--- src/rtl/txerr_pkg.sv ---
package txerr_pkg;
  localparam int NFLAG   = 6;
  localparam int F_BUS   = 0;
  localparam int F_FIFO  = 1;
  localparam int F_SYS   = 2;
  localparam int F_RETRY = 3;
  localparam int F_TABT  = 4;
  localparam int F_IABT  = 5;

  // A retry is excessive once the count seen before it already reached a nonzero limit.
  function automatic logic retry_over(input int unsigned seen, input int unsigned limit);
    return (limit != 0) && (seen >= limit);
  endfunction

  function automatic logic any_enabled(input logic [NFLAG-1:0] flags,
                                       input logic [NFLAG-1:0] ens);
    return |(flags & ens);
  endfunction
endpackage

--- src/rtl/txerr_flag_bank.sv ---
module txerr_flag_bank #(
  parameter int N = 6
) (
  input  logic         clk,
  input  logic         rst_n,
  input  logic [N-1:0] set_i,
  input  logic [N-1:0] clr_i,
  output logic [N-1:0] flag_o
);
  for (genvar i = 0; i < N; i++) begin : g_flag
    logic q;
    always_ff @(posedge clk or negedge rst_n) begin
      if (!rst_n) q <= 1'b0;
      else        q <= set_i[i] | (q & ~clr_i[i]);
    end
    assign flag_o[i] = q;

    p_set_wins_r9: assert property (@(posedge clk) disable iff (!rst_n)
      set_i[i] |=> flag_o[i]);
  end
endmodule

--- src/rtl/txerr_retry_cnt.sv ---
module txerr_retry_cnt #(
  parameter int LIM_W = 8,
  parameter int CNT_W = LIM_W + 1
) (
  input  logic             clk,
  input  logic             rst_n,
  input  logic             txn_start_i,
  input  logic             retry_i,
  input  logic             flush_i,
  input  logic [LIM_W-1:0] lim_i,
  output logic             over_o
);
  import txerr_pkg::*;
  localparam logic [CNT_W-1:0] CNT_MAX = '1;

  logic [CNT_W-1:0] cnt_q;
  logic [CNT_W-1:0] base_w;

  assign base_w = txn_start_i ? '0 : cnt_q;
  assign over_o = retry_i && retry_over(32'(base_w), 32'(lim_i));

  always_ff @(posedge clk or negedge rst_n) begin
    if (!rst_n)                             cnt_q <= '0;
    else if (flush_i)                       cnt_q <= '0;
    else if (retry_i && base_w != CNT_MAX)  cnt_q <= base_w + 1'b1;
    else                                    cnt_q <= base_w;
  end

  p_cnt_restart_r6: assert property (@(posedge clk) disable iff (!rst_n)
    (txn_start_i && !flush_i) |=> (cnt_q <= 1));
endmodule

--- src/rtl/tx_err_status.sv ---
module tx_err_status #(
  parameter int DATA_W = 16,
  parameter int LIM_W  = 8
) (
  input  logic              clk,
  input  logic              rst_n,
  input  logic              rsvd_rd_i,
  input  logic              fifo_err_i,
  input  logic              bad_state_i,
  input  logic              retry_i,
  input  logic              txn_start_i,
  input  logic              tgt_abort_i,
  input  logic              init_abort_i,
  input  logic              ctl_reset_i,
  input  logic              reg_wr_i,
  input  logic              reg_addr_i,
  input  logic [DATA_W-1:0] reg_wdata_i,
  output logic [DATA_W-1:0] reg_rdata_o,
  output logic              irq_o
);
  import txerr_pkg::*;
  localparam int LIM_LSB = DATA_W - LIM_W;
  localparam int GAP_W   = LIM_LSB - NFLAG;
  localparam int HI_W    = DATA_W - NFLAG;

  logic [NFLAG-1:0] flag_q, set_w, clr_w;
  logic [NFLAG-1:0] en_q;
  logic [LIM_W-1:0] lim_q;
  logic             sys_lock_q;
  logic             retry_over_w;
  logic             irq_q;
  logic             wr_stat_w, wr_ctl_w;

  assign wr_stat_w = reg_wr_i && !reg_addr_i;
  assign wr_ctl_w  = reg_wr_i &&  reg_addr_i;

  always_comb begin
    set_w          = '0;
    set_w[F_BUS]   = rsvd_rd_i;
    set_w[F_FIFO]  = fifo_err_i;
    set_w[F_SYS]   = bad_state_i;
    set_w[F_RETRY] = retry_over_w;
    set_w[F_TABT]  = tgt_abort_i;
    set_w[F_IABT]  = init_abort_i;
    clr_w          = wr_stat_w ? reg_wdata_i[NFLAG-1:0] : '0;
    clr_w[F_SYS]   = clr_w[F_SYS] & ~sys_lock_q;
  end

  txerr_flag_bank #(.N(NFLAG)) u_flags (
    .clk(clk), .rst_n(rst_n), .set_i(set_w), .clr_i(clr_w), .flag_o(flag_q)
  );

  txerr_retry_cnt #(.LIM_W(LIM_W)) u_retry (
    .clk(clk), .rst_n(rst_n), .txn_start_i(txn_start_i), .retry_i(retry_i),
    .flush_i(ctl_reset_i), .lim_i(lim_q), .over_o(retry_over_w)
  );

  always_ff @(posedge clk or negedge rst_n) begin
    if (!rst_n) begin
      en_q       <= '0;
      lim_q      <= '0;
      sys_lock_q <= 1'b0;
      irq_q      <= 1'b0;
    end else begin
      if (wr_ctl_w) begin
        en_q  <= reg_wdata_i[NFLAG-1:0];
        lim_q <= reg_wdata_i[DATA_W-1:LIM_LSB];
      end
      if (bad_state_i)      sys_lock_q <= 1'b1;
      else if (ctl_reset_i) sys_lock_q <= 1'b0;
      irq_q <= any_enabled(flag_q, en_q);
    end
  end

  assign irq_o       = irq_q;
  assign reg_rdata_o = reg_addr_i ? {lim_q, {GAP_W{1'b0}}, en_q}
                                  : {{HI_W{1'b0}}, flag_q};

  logic unused_wdata;
  assign unused_wdata = ^reg_wdata_i[LIM_LSB-1:NFLAG];

  p_bus_set_r2: assert property (@(posedge clk) disable iff (!rst_n)
    rsvd_rd_i |=> flag_q[F_BUS]);
  p_fifo_set_r3: assert property (@(posedge clk) disable iff (!rst_n)
    fifo_err_i |=> flag_q[F_FIFO]);
  p_sys_lock_r4: assert property (@(posedge clk) disable iff (!rst_n)
    sys_lock_q |-> flag_q[F_SYS]);
  p_retry_flag_r5: assert property (@(posedge clk) disable iff (!rst_n)
    retry_over_w |=> flag_q[F_RETRY]);
  p_unlimited_r7: assert property (@(posedge clk) disable iff (!rst_n)
    (lim_q == '0 && !flag_q[F_RETRY]) |=> !flag_q[F_RETRY]);
  p_irq_quiet_r10: assert property (@(posedge clk) disable iff (!rst_n)
    (en_q == '0) |=> !irq_o);
endmodule

--- config.mk ---
export PLATFORM = sky130hd
export DESIGN_NAME = tx_err_status
export DESIGN_NICKNAME = d
export VERILOG_FILES = /design/src/rtl/txerr_pkg.sv /design/src/rtl/txerr_flag_bank.sv /design/src/rtl/txerr_retry_cnt.sv /design/src/rtl/tx_err_status.sv
export SDC_FILE = /design/constraint.sdc
export NUM_CORES = 1
export LEC_CHECK = 0
export BUFFER_PORTS_ARGS = -buffer_cell sky130_fd_sc_hd__buf_2
export CORE_AREA = 2 2 71 73
export CTS_CLUSTER_DIAMETER = 150
export CTS_CLUSTER_SIZE = 10
export DETAILED_ROUTE_END_ITERATION = 10
export DIE_AREA = 0 0 73 75
export GPL_TIMING_DRIVEN = 0
export SYNTH_ARGS = -nofsm -noshare
export SYNTH_HDL_FRONTEND = slang
export SYNTH_SLANG_ARGS = --single-unit
--- constraint.sdc ---
create_clock -name clk -period 3 [get_ports clk]
set_clock_uncertainty 0.2 [all_clocks]
set_input_delay 0.6 -clock clk [delete_from_list [all_inputs] [get_ports clk]]
set_output_delay 0.6 -clock clk [all_outputs]
set_load 0.05 [all_outputs]
==> results of run 1 <==
==> state kept, by name (all words and copies together) (netlist names) <==
| signal | count |
|---|---|
| u_retry.cnt_q | 9 |
| lim_q | 8 |
| en_q | 6 |
| u_flags.g_flag.q | 6 |
| irq_o | 1 |
| sys_lock_q | 1 |
==> cells by family (layout without fill, tap and decap cells) <==
logic type      Yosys count  after routing  synth area share [%]
fa+ha+maj                10             10                 6.954
other cells               1              2                0.2084
flops                    31             31                 43.12
buf+inv                  19             65                 4.937
xor+xnor                  6              6                 2.921
mux                      20             20                 12.52
compound gates           21             21                 7.858
simple gates             57             57                 21.49
==> per-layer routing <==
layer / wire [um] / track usage [%]
met5: 0 / 0
met4: 36 / 5.556
met1: 1704 / 19.98
met2: 1643 / 23.52
met3: 231 / 4.016
==> cell usage in the layout, fill, tap and decap left out, drive strengths merged <==
master  instances
and4b           1
nand4b          2
a21oi           5
inv            12
nand2          13
conb            2
nand3           3
a22oi           4
xnor2           4
mux2           20
nor2            7
a21o            7
nand2b          3
dfrtp          31
a211o           1
clkinv          1
xor2            2
nand4           4
nor4            4
a211oi          1
a21boi          1
and2            8
nand3b          2
ha             10
and2b           7
or3             1
o21ai           2
nor2b           2
buf            43
clkbuf          9
==> power groups by stage <==
stage,sequential [mW],combinational [mW],clock (mW)
2_1_floorplan,0.486,0.185,0
3_3_place_gp,0.491,0.249,0
3_5_place_dp,0.492,0.250,0
4_1_cts,0.484,0.252,0.328
5_1_grt,0.489,0.270,0.346
6_report,0.484,0.248,0.315
==> area by class of cell <==
| class | count | area share (%) |
|---|---|---|
| clock buffer | 7 | 3.563 |
| inverter | 12 | 2.103 |
| clock inverter | 1 | 0.2336 |
| timing repair buffer | 38 | 8.879 |
| multi-input combinational | 116 | 43.81 |
| tap | 54 | 3.154 |
| sequential | 31 | 36.22 |
| buffer | 7 | 2.044 |
==> worst paths after layout <==
path                                   from                to  slack (ns)
max                             txn_start_i  u_retry.cnt_q[4]        0.42
min                                   rst_n          lim_q[4]        0.16
max reg2reg                u_retry.cnt_q[1]  u_retry.cnt_q[4]        0.63
min reg2reg                      sys_lock_q        sys_lock_q        0.28
max in group asynchronous             rst_n  u_retry.cnt_q[8]        1.98
min in group clk                 sys_lock_q        sys_lock_q        0.28
==> cells in the mapped netlist, types with 2 or more instances <==
| cell type | count | area (um2) |
|---|---|---|
| a21o_1 | 7 | 52.55 |
| a21oi_1 | 5 | 25.02 |
| a22oi_1 | 4 | 30.03 |
| and2_1 | 8 | 50.05 |
| and2b_2 | 6 | 52.55 |
| buf_2 | 2 | 10.01 |
| buf_4 | 2 | 15.01 |
| clkbuf_1 | 2 | 7.510 |
| dfrtp_1 | 31 | 775.7 |
| ha_1 | 10 | 125.1 |
| inv_1 | 12 | 45.04 |
| mux2_1 | 2 | 22.52 |
| mux2_2 | 18 | 202.7 |
| nand2_1 | 13 | 48.80 |
| nand2b_2 | 2 | 17.52 |
| nand3_1 | 3 | 15.01 |
| nand4_1 | 4 | 25.02 |
| nor2_1 | 7 | 26.28 |
| nor2b_1 | 2 | 12.51 |
| nor4_1 | 2 | 12.51 |
| xnor2_1 | 4 | 35.03 |
| xor2_1 | 2 | 17.52 |
==> summary.md, run 1 <==
| Metric | Value |
|---|---|
| Die area | `approximately 0.0055 mm2` |
| Final hold viol count | `0` |
| Max incr delay on CP | `0.39 ns` |
| Synth warn | `0` |
| Number of synthesized flops with an enable pin | `0` |
| Max-Cap Viols | `0` |
| TNS Setup | `0 ns` |
| Slowest-stage cell, CP | `or3_1` |
| Initial DRC count | `64` |
| Fin cells | `about 270` |
| Total gr overflow | `0` |
| Crit path max-delay family | `simple AND/OR/NAND/NOR gates` |
| WP data arrival | `about 2.5 ns` |
| Core Box Area | `0.004661 mm2` |
| Largest net degree at the start of global routing | `32` |
| Routed len/inst | `around 14 um` |
| Post-synthesis cell area | `0.001799 mm2` |
| Synth Flop Type | `dfrtp_1` |
| Row count | `25` |
| Via/cell ratio | `4.989` |
| Worst path cell trace | `buf_2, buf_6, and2b_2, ha_1, nand4_1, nor2_1, ha_1, nand2b_2, or3_1, xor2_1, nor2_1` |
| Synth Area per Inst | `10.90 um2` |
| Clock slew at reported path FFs | `roughly 0.07 ns` |
| Total Power | `1.047 mW` |
| Critical path data required time | `2.95 ns` |
| Worst vdd ir | `0.3688 mV` |
| Top-Level Pins | `45` |
| Post-CTS resize count | `0` |
| Footprint of the multi-input gates | `938.4 um2` |
| Gr usage total | `15.00%` |
| Setup violators final | `0` |
| Clk sinks | `31` |
| Share of layout cells above drive strength 1 | `37.74%` |
| Area delta synth->final | `19.05%` |
| Final hold slack | `0.1613 ns` |
| Worst min path class | `in2async` |
| Power Dens Cells | `about 490 mW/mm2` |
| Post-route clock period utilization | `86.10%` |
| CP Capture Type | `flip-flop` |
| Storage cell area | `between 700 and 800 um2` |
| Distinct cell type count after synthesis | `39` |
| Port Buffer Count | `38` |
| CTS tree | `yes` |
| Slew Limit Fails | `0` |
| Die Y | `roughly 75 um` |
| RSZ-0062 raised after global routing | `false` |
| Mapped Cells | `between 150 and 200` |
| Fillers | `roughly 460` |
| Pre-CTS setup slack | `0.1476 ns` |
| Cells on worst reg2reg path | `9` |
| Clock Path Buffers | `2` |
| Global-route wire length before repair | `6182 um` |
| Clock Latency Late Sink | `0.28 ns` |
| Sequential area share after synthesis | `about 43%` |
| CP Launch Type | `input pin` |
| Vias | `1327` |
| Final Util | `roughly 46%` |
| CP Buf/Inv Count | `2` |
| Switching part of the total | `approximately a third` |
| CP Max Fanout | `10` |
| Drt first pass iters | `4` |
| Fin area | `around 0.0021 mm2` |
| Antenna-violating nets left | `0` |
| Yosys reg bits | `31` |
| Slew @ Worst Pin | `~0.7 ns` |
| Worst setup margin | `0.4170 ns` |
| Hold buffers post-CTS | `0` |
| Nets | `between 200 and 250` |
| Lkg Pwr | `1.107 nW` |
| Logic pwr share | `23.7%` |
| Vias in the first global route | `around 1300` |
| Root Buffer Master | `clkbuf_8` |
| Placement Cell Area | `0.002061 mm2` |
| Initial antenna violation count | `0` |
| Die width | `around 73 um` |
| Run status | `complete, no violations` |
| Ys async rst share | `100.0%` |
| Remaining DRCs | `0` |
| Tmin final | `2.583 ns` |
| N_diodes | `0` |
| TritonCTS Buffers | `5` |
| DRT Wirelength | `3616 um` |
| Rel. slew slack | `53.48%` |
| WP depth | `11` |
| Setup Buffers After CTS | `0` |
| H-tree depth | `2` |
| Reg power frac | `46.2%` |
| P_int | `0.7085 mW` |
| Initial core utilization | `38.60%` |
| Dpl cells | `approximately 260` |
| P_sw | `0.3389 mW` |
| Maximum clock rate | `0.3871 GHz` |
| Post-DP HPWL | `2704 um` |
| WS Path Type | `in2reg` |
| Final GP Congestion | `0.8035` |
| Clock Power Share | `30.1%` |
(Power assumes the default switching activity.)
==> run 2, diff against run 1 <==
--- a/config.mk
+++ b/config.mk
@@ -6,12 +6,13 @@
 export NUM_CORES = 1
 export LEC_CHECK = 0
 export BUFFER_PORTS_ARGS = -buffer_cell sky130_fd_sc_hd__buf_2
-export CORE_AREA = 2 2 71 73
+export CORE_AREA = 2 2 72 74
 export CTS_CLUSTER_DIAMETER = 150
 export CTS_CLUSTER_SIZE = 10
 export DETAILED_ROUTE_END_ITERATION = 10
-export DIE_AREA = 0 0 73 75
+export DIE_AREA = 0 0 74 76
 export GPL_TIMING_DRIVEN = 0
 export SYNTH_ARGS = -nofsm -noshare
 export SYNTH_HDL_FRONTEND = slang
+export SYNTH_HIERARCHICAL = 1
 export SYNTH_SLANG_ARGS = --single-unit
==> summary.md, run 2 <==
| Metric | Value |
|---|---|
| WS Path Type | `in2reg` |
| Area delta synth->final | `21.81%` |
| Maximum clock rate | `0.4182 GHz` |
| Post-synthesis cell area | `between 0.0015 and 0.002 mm2` |
| Biggest register | `u_retry/cnt_q` |
| CP Capture Type | `flip-flop` |
| Worst path cell trace | `buf_2, buf_6, and2b_1, ha_1, nand3_1, nor2_1, ha_1, nor2b_1, buf_6, nand2_2, or3_1, a21oi_1` |
| Row count | `26` |
| Top-Level Pins | `45` |
| Ys async rst share | `100.0%` |
| Post-route clock period utilization | `between 70% and 80%` |
| Nets | `roughly 250` |
| Largest net degree at the start of global routing | `32` |
| H-tree depth | `2` |
| Yosys top cell by area | `dfrtp_1` |
| Yosys reg bits | `31` |
| Setup Buffers After CTS | `0` |
| CP Launch Type | `input pin` |
| WP data arrival | `2.40 ns` |
| Post-CTS resize count | `0` |
| Switching part of the total | `29.52%` |
| Largest regs | `u_retry/cnt_q (9), lim_q (8)` |
| Reg power frac | `41.0%` |
| Fin area | `0.002257 mm2` |
| Distinct cell type count after synthesis | `37` |
| Synth warn | `6` |
| RSZ-0062 raised after global routing | `false` |
| TNS Setup | `0 ns` |
| Most common cell after layout, fill and taps aside | `buf_2` |
| Root Buffer Master | `clkbuf_8` |
| N_diodes | `0` |
| TritonCTS Buffers | `5` |
| Clock Power Share | `between 30 and 40%` |
| Final GP Congestion | `0.7875` |
| Total gr overflow | `0` |
| Clock slew at reported path FFs | `0.06 ns` |
| Global-route wire length before repair | `6458 um` |
| Fillers | `486` |
| Max incr delay on CP | `0.31 ns` |
| Sequential area share after synthesis | `a little over two fifths` |
| Via/cell ratio | `4.566` |
| Share of layout cells above drive strength 1 | `between 30% and 40%` |
| CTS tree | `yes` |
| Worst vdd ir | `0.2598 mV` |
| Remaining DRCs | `0` |
| Clk sinks | `31` |
| Lkg Pwr | `1.151 nW` |
| Storage cell area | `775.7 um2` |
| Clock Path Buffers | `2` |
| Drt first pass iters | `4` |
| Max FFs per register | `9` |
| Setup violators final | `0` |
| Vias in the first global route | `1372` |
| Power Dens Cells | `525.0 mW/mm2` |
| Run status | `complete, no violations` |
| Commonest non-fill, non-tap cells in the layout | `buf_2 (40), dfrtp_1 (31), inv_1 (16)` |
| Yosys top cell area share | `roughly two fifths` |
| Initial antenna violation count | `0` |
| Antenna-violating nets left | `0` |
| Synth Flop Type | `dfrtp_1` |
| Most frequent cell after synthesis | `dfrtp_1` |
| Slew @ Worst Pin | `0.6974 ns` |
| Core Box Area | `about 0.0049 mm2` |
| Hold buffers post-CTS | `0` |
| Die area | `between 0.005 and 0.006 mm2` |
| Max-Cap Viols | `0` |
| Synth Area per Inst | `10.90 um2` |
| CP Max Fanout | `10` |
| Slew Limit Fails | `0` |
| Initial core utilization | `between 30% and 40%` |
| Final hold viol count | `0` |
| P_sw | `0.3499 mW` |
| Die width | `74 um` |
| Footprint of the multi-input gates | `roughly 910 um2` |
| Post-DP HPWL | `around 2800 um` |
| Ranking of synthesized cells by area | `dfrtp_1 (42%), mux2_4 (8.1%), ha_1 (6.1%)` |
| Number of synthesized flops with an enable pin | `0` |
| Slowest-stage cell, CP | `or3_1` |
| Mapped Cells | `170` |
| Gr usage total | `15.08%` |
| P_int | `0.8352 mW` |
| Critical path data required time | `3.01 ns` |
| Logic pwr share | `23.0%` |
| Tmin final | `between 2 and 2.5 ns` |
| Worst min path class | `in2async` |
| Routed len/inst | `12.88 um` |
| DRT Wirelength | `3709 um` |
| Clock Latency Late Sink | `0.28 ns` |
| Die Y | `between 70 and 80 um` |
| Placement Cell Area | `~0.0021 mm2` |
| Vias | `1315` |
| Port Buffer Count | `39` |
| Synth cell count leaders | `dfrtp_1 (31), inv_1 (16), and2_1 (13)` |
| Initial DRC count | `51` |
| Rel. slew slack | `between 50 and 60%` |
-- run 2: area by class of cell --
class	count	area share [%]
sequential	31	34.37
buffer	14	4.878
timing repair buffer	39	8.647
clock inverter	2	1.552
clock buffer	6	3.659
multi-input combinational	110	40.35
inverter	16	2.661
tap	70	3.880
-- run 2: power by group through the flow --
stage | combinational (mW) | sequential (mW) | clock (mW)
detailed placement | 0.275 | 0.493 | 0
global placement | 0.272 | 0.492 | 0
floorplan | 0.207 | 0.486 | 0
global route | 0.298 | 0.491 | 0.464
finish | 0.273 | 0.486 | 0.426
CTS | 0.276 | 0.485 | 0.446
-- run 2: path summary, 6_finish.rpt --
path	from	end	slack, ns	cells after the start
worst min register to register	sys_lock_q	sys_lock_q	0.27	1
min in group clk	sys_lock_q	sys_lock_q	0.27	1
worst max-delay path	txn_start_i	u_retry/cnt_q[7]	0.61	12
worst min-delay path	rst_n	u_flags/g_flag[5].q	0.16	1
max in group asynchronous	rst_n	lim_q[5]	1.99	1
worst max register to register	u_retry/cnt_q[1]	u_retry/cnt_q[7]	0.81	10
-- run 2: per-layer routing --
layer	wire (um)	vias up	share of wire [%]	global-route usage [%]
met3	164	7	4.4	4.101
li1	-	658	-	-
met4	99	0	2.7	7.273
met5	0	-	0	0
met1	1800	617	49	20.62
met2	1645	33	44	21.79
-- run 2: cell families after synthesis --
family | count (synthesis) | share of synthesized area, %
AND/OR/NAND/NOR | 52 | 17.42
XOR/XNOR | 6 | 2.836
other | 1 | 0.2024
buffers and inverters | 30 | 9.182
adder cells (fa/ha/maj) | 9 | 6.077
flip-flops | 31 | 41.86
multiplexers | 22 | 15.26
AO/OA/AOI/OAI | 19 | 7.157
-- run 2: per-stage QoR --
| step | cells | total power [mW] | utilization (%) | hold slack (ns) | setup WS (ns) |
|---|---|---|---|---|---|
| 2_1_floorplan | 171 | 0.6932 | - | 0.1044 | 0.5972 |
| 3_3_place_gp | 280 | 0.7641 | 43.56 | 0.2578 | 0.3407 |
| 3_5_place_dp | 280 | 0.7679 | 43.56 | 0.2618 | 0.3287 |
| 4_1_cts | 288 | 1.207 | 45.95 | 0.1905 | 0.6281 |
| 5_1_grt | 288 | 1.252 | 45.95 | 0.2191 | 0.4951 |
| 6_report | 288 | 1.185 | 45.95 | 0.1566 | 0.6089 |
-- run 2: worst max-delay path: cells and delay by family --
| kind | cells | cell delay [ns] |
|---|---|---|
| simple gates | 6 | 0.86 |
| buf+inv | 3 | 0.38 |
| fa+ha+maj | 2 | 0.43 |
| compound gates | 1 | 0.13 |
==> run 3, diff against run 2 <==
==> constraint.sdc (replaced) <==
create_clock -name clk -period 2.2 [get_ports clk]
set_clock_uncertainty 0.2 [all_clocks]
set_input_delay 0.44 -clock clk [delete_from_list [all_inputs] [get_ports clk]]
set_output_delay 0.44 -clock clk [all_outputs]
set_load 0.05 [all_outputs]
==> summary.md, run 3 (synthesis results as in run 2) <==
| Metric | Value |
|---|---|
| Worst vdd ir | `0.4628 mV` |
| Share of layout cells above drive strength 1 | `41.70%` |
| Via/cell ratio | `around 4.6` |
| Vias in the first global route | `1367` |
| Root Buffer Master | `clkbuf_8` |
| Die area | `around 0.0056 mm2` |
| Clk sinks | `31` |
| Routed len/inst | `between 10 and 15 um` |
| Worst path most repeated cell | `ha_2` |
| Tmin final | `2.101 ns` |
| CP Capture Type | `flip-flop` |
| Storage cell area | `between 700 and 800 um2` |
| Clock Path Buffers | `2` |
| Slew Limit Fails | `0` |
| Core Box Area | `0.004912 mm2` |
| Slowest-stage cell, CP | `or3_1` |
| Max FFs per register | `9` |
| Area delta synth->final | `24.11%` |
| Commonest non-fill, non-tap cells in the layout | `buf_2 (40), dfrtp_1 (31), inv_1 (16)` |
| Run status | `complete, no violations` |
| Worst min path class | `in2async` |
| Remaining DRCs | `0` |
| Port Buffer Count | `39` |
| Largest regs | `u_retry/cnt_q (9), lim_q (8)` |
| Clock Latency Late Sink | `0.27 ns` |
| Initial DRC count | `29` |
| Largest net degree at the start of global routing | `32` |
| Setup violators final | `0` |
| Die width | `74 um` |
| Initial antenna violation count | `0` |
| Antenna-violating nets left | `0` |
| Vias | `1353` |
| N_diodes | `0` |
| Biggest register | `u_retry/cnt_q` |
| TNS Setup | `0 ns` |
| Lkg Pwr | `1.164 nW` |
| WS Path Type | `in2reg` |
| Gr usage total | `14.05%` |
| Fillers | `498` |
| Total gr overflow | `0` |
| Top-Level Pins | `45` |
| Max-Cap Viols | `0` |
| Row count | `26` |
| Critical path data required time | `2.20 ns` |
| Clock slew at reported path FFs | `0.07 ns` |
| Final GP Congestion | `0.7158` |
| Maximum clock rate | `0.4760 GHz` |
| Global-route wire length before repair | `6175 um` |
| Footprint of the multi-input gates | `about 940 um2` |
| RSZ-0062 raised after global routing | `false` |
| Rel. slew slack | `53.61%` |
| Nets | `between 200 and 300` |
| Most common cell after layout, fill and taps aside | `buf_2` |
| WP data arrival | `2.10 ns` |
| Initial core utilization | `37.72%` |
| H-tree depth | `2` |
| Post-DP HPWL | `2744 um` |
| Final hold viol count | `0` |
| Max incr delay on CP | `around 0.32 ns` |
| Final hold slack | `0.006228 ns` |
| TritonCTS Buffers | `5` |
| CTS tree | `yes` |
| DRT Wirelength | `3613 um` |
| Post-route clock period utilization | `between 90% and 100%` |
| Slew @ Worst Pin | `0.6958 ns` |
| Drt first pass iters | `3` |
| Die Y | `76 um` |
| CP Max Fanout | `9` |
| Worst path cell trace | `buf_2, buf_8, and2b_2, ha_2, nand3_2, nor2_1, ha_2, nor2b_2, buf_6, nand2_4, or3_1, a21oi_2` |
| Power Dens Cells | `643.1 mW/mm2` |
| Hold buffers post-CTS | `0` |
| CP Launch Type | `input pin` |
## run 3: cell types whose count changed in the layout (fill, tap and decap cells not counted), sizes merged
cell      previous run  this run
clkinvlp             0         2
bufinv               1         0
buf                 53        58
clkbuf               6         5
## run 3: per-stage QoR
step / setup WS [ns] / power [mW] / instances / cell area, um2 / util (%)
floorplan: 0.01141 / 0.9465 / 171 / 1871 / -
global placement: -0.2426 / 1.043 / 280 / 2153 / 43.84
detailed placement: -0.2493 / 1.046 / 280 / 2153 / 43.84
CTS: 0.03260 / 1.494 / 288 / 2242 / 45.64
global route: 0.01277 / 1.567 / 293 / 2300 / 46.82
finish: 0.09902 / 1.479 / 293 / 2300 / 46.82
## run 3: area by class of cell
cell class	count	area share [%]
multi-input combinational	110	40.91
clock buffer	5	2.992
buffer	14	4.951
inverter	16	2.612
timing repair buffer	44	10.12
clock inverter	3	0.8705
tap	70	3.808
sequential	31	33.73
## run 3: final timing paths
path	startpoint	end	slack, ns	cells after the start
worst max register to register	u_retry/cnt_q[1]	u_retry/cnt_q[7]	0.13	10
max in group asynchronous	rst_n	lim_q[7]	1.35	1
worst max-delay path	txn_start_i	u_retry/cnt_q[7]	0.1	12
worst min-delay path	rst_n	lim_q[4]	0.006	1
min in group clk	rsvd_rd_i	u_flags/g_flag[0].q	0.13	2
worst min register to register	u_flags/g_flag[4].q	u_flags/g_flag[4].q	0.28	1
## run 3: layer usage
layer | vias to the layer above | share of wire [%] | global-route usage [%]
met5 | - | 0 | 0
met3 | 4 | 5.6 | 4.101
li1 | 663 | - | -
met4 | 0 | 0.39 | 3.273
met1 | 655 | 46 | 18.41
met2 | 31 | 48 | 22.68
## run 3: report_power, final
group	internal (mW)	switching (mW)	total, mW
Clock	0.220	0.219	0.439
Combinational	0.161	0.218	0.379
Sequential	0.619	0.0427	0.662
## run 3: critical path, delay by kind of cell
kind	cells	cell delay, ns
adder cells (fa/ha/maj)	2	0.37
AND/OR/NAND/NOR	6	0.81
buffers and inverters	3	0.34
AO/OA/AOI/OAI	1	0.13
## run 3: what timing repair did
action	in CTS	in global routing
gates resized for setup	0	5
buffers inserted	0	5
hold endpoints to repair	0	0
endpoints found under the setup margin	0	2
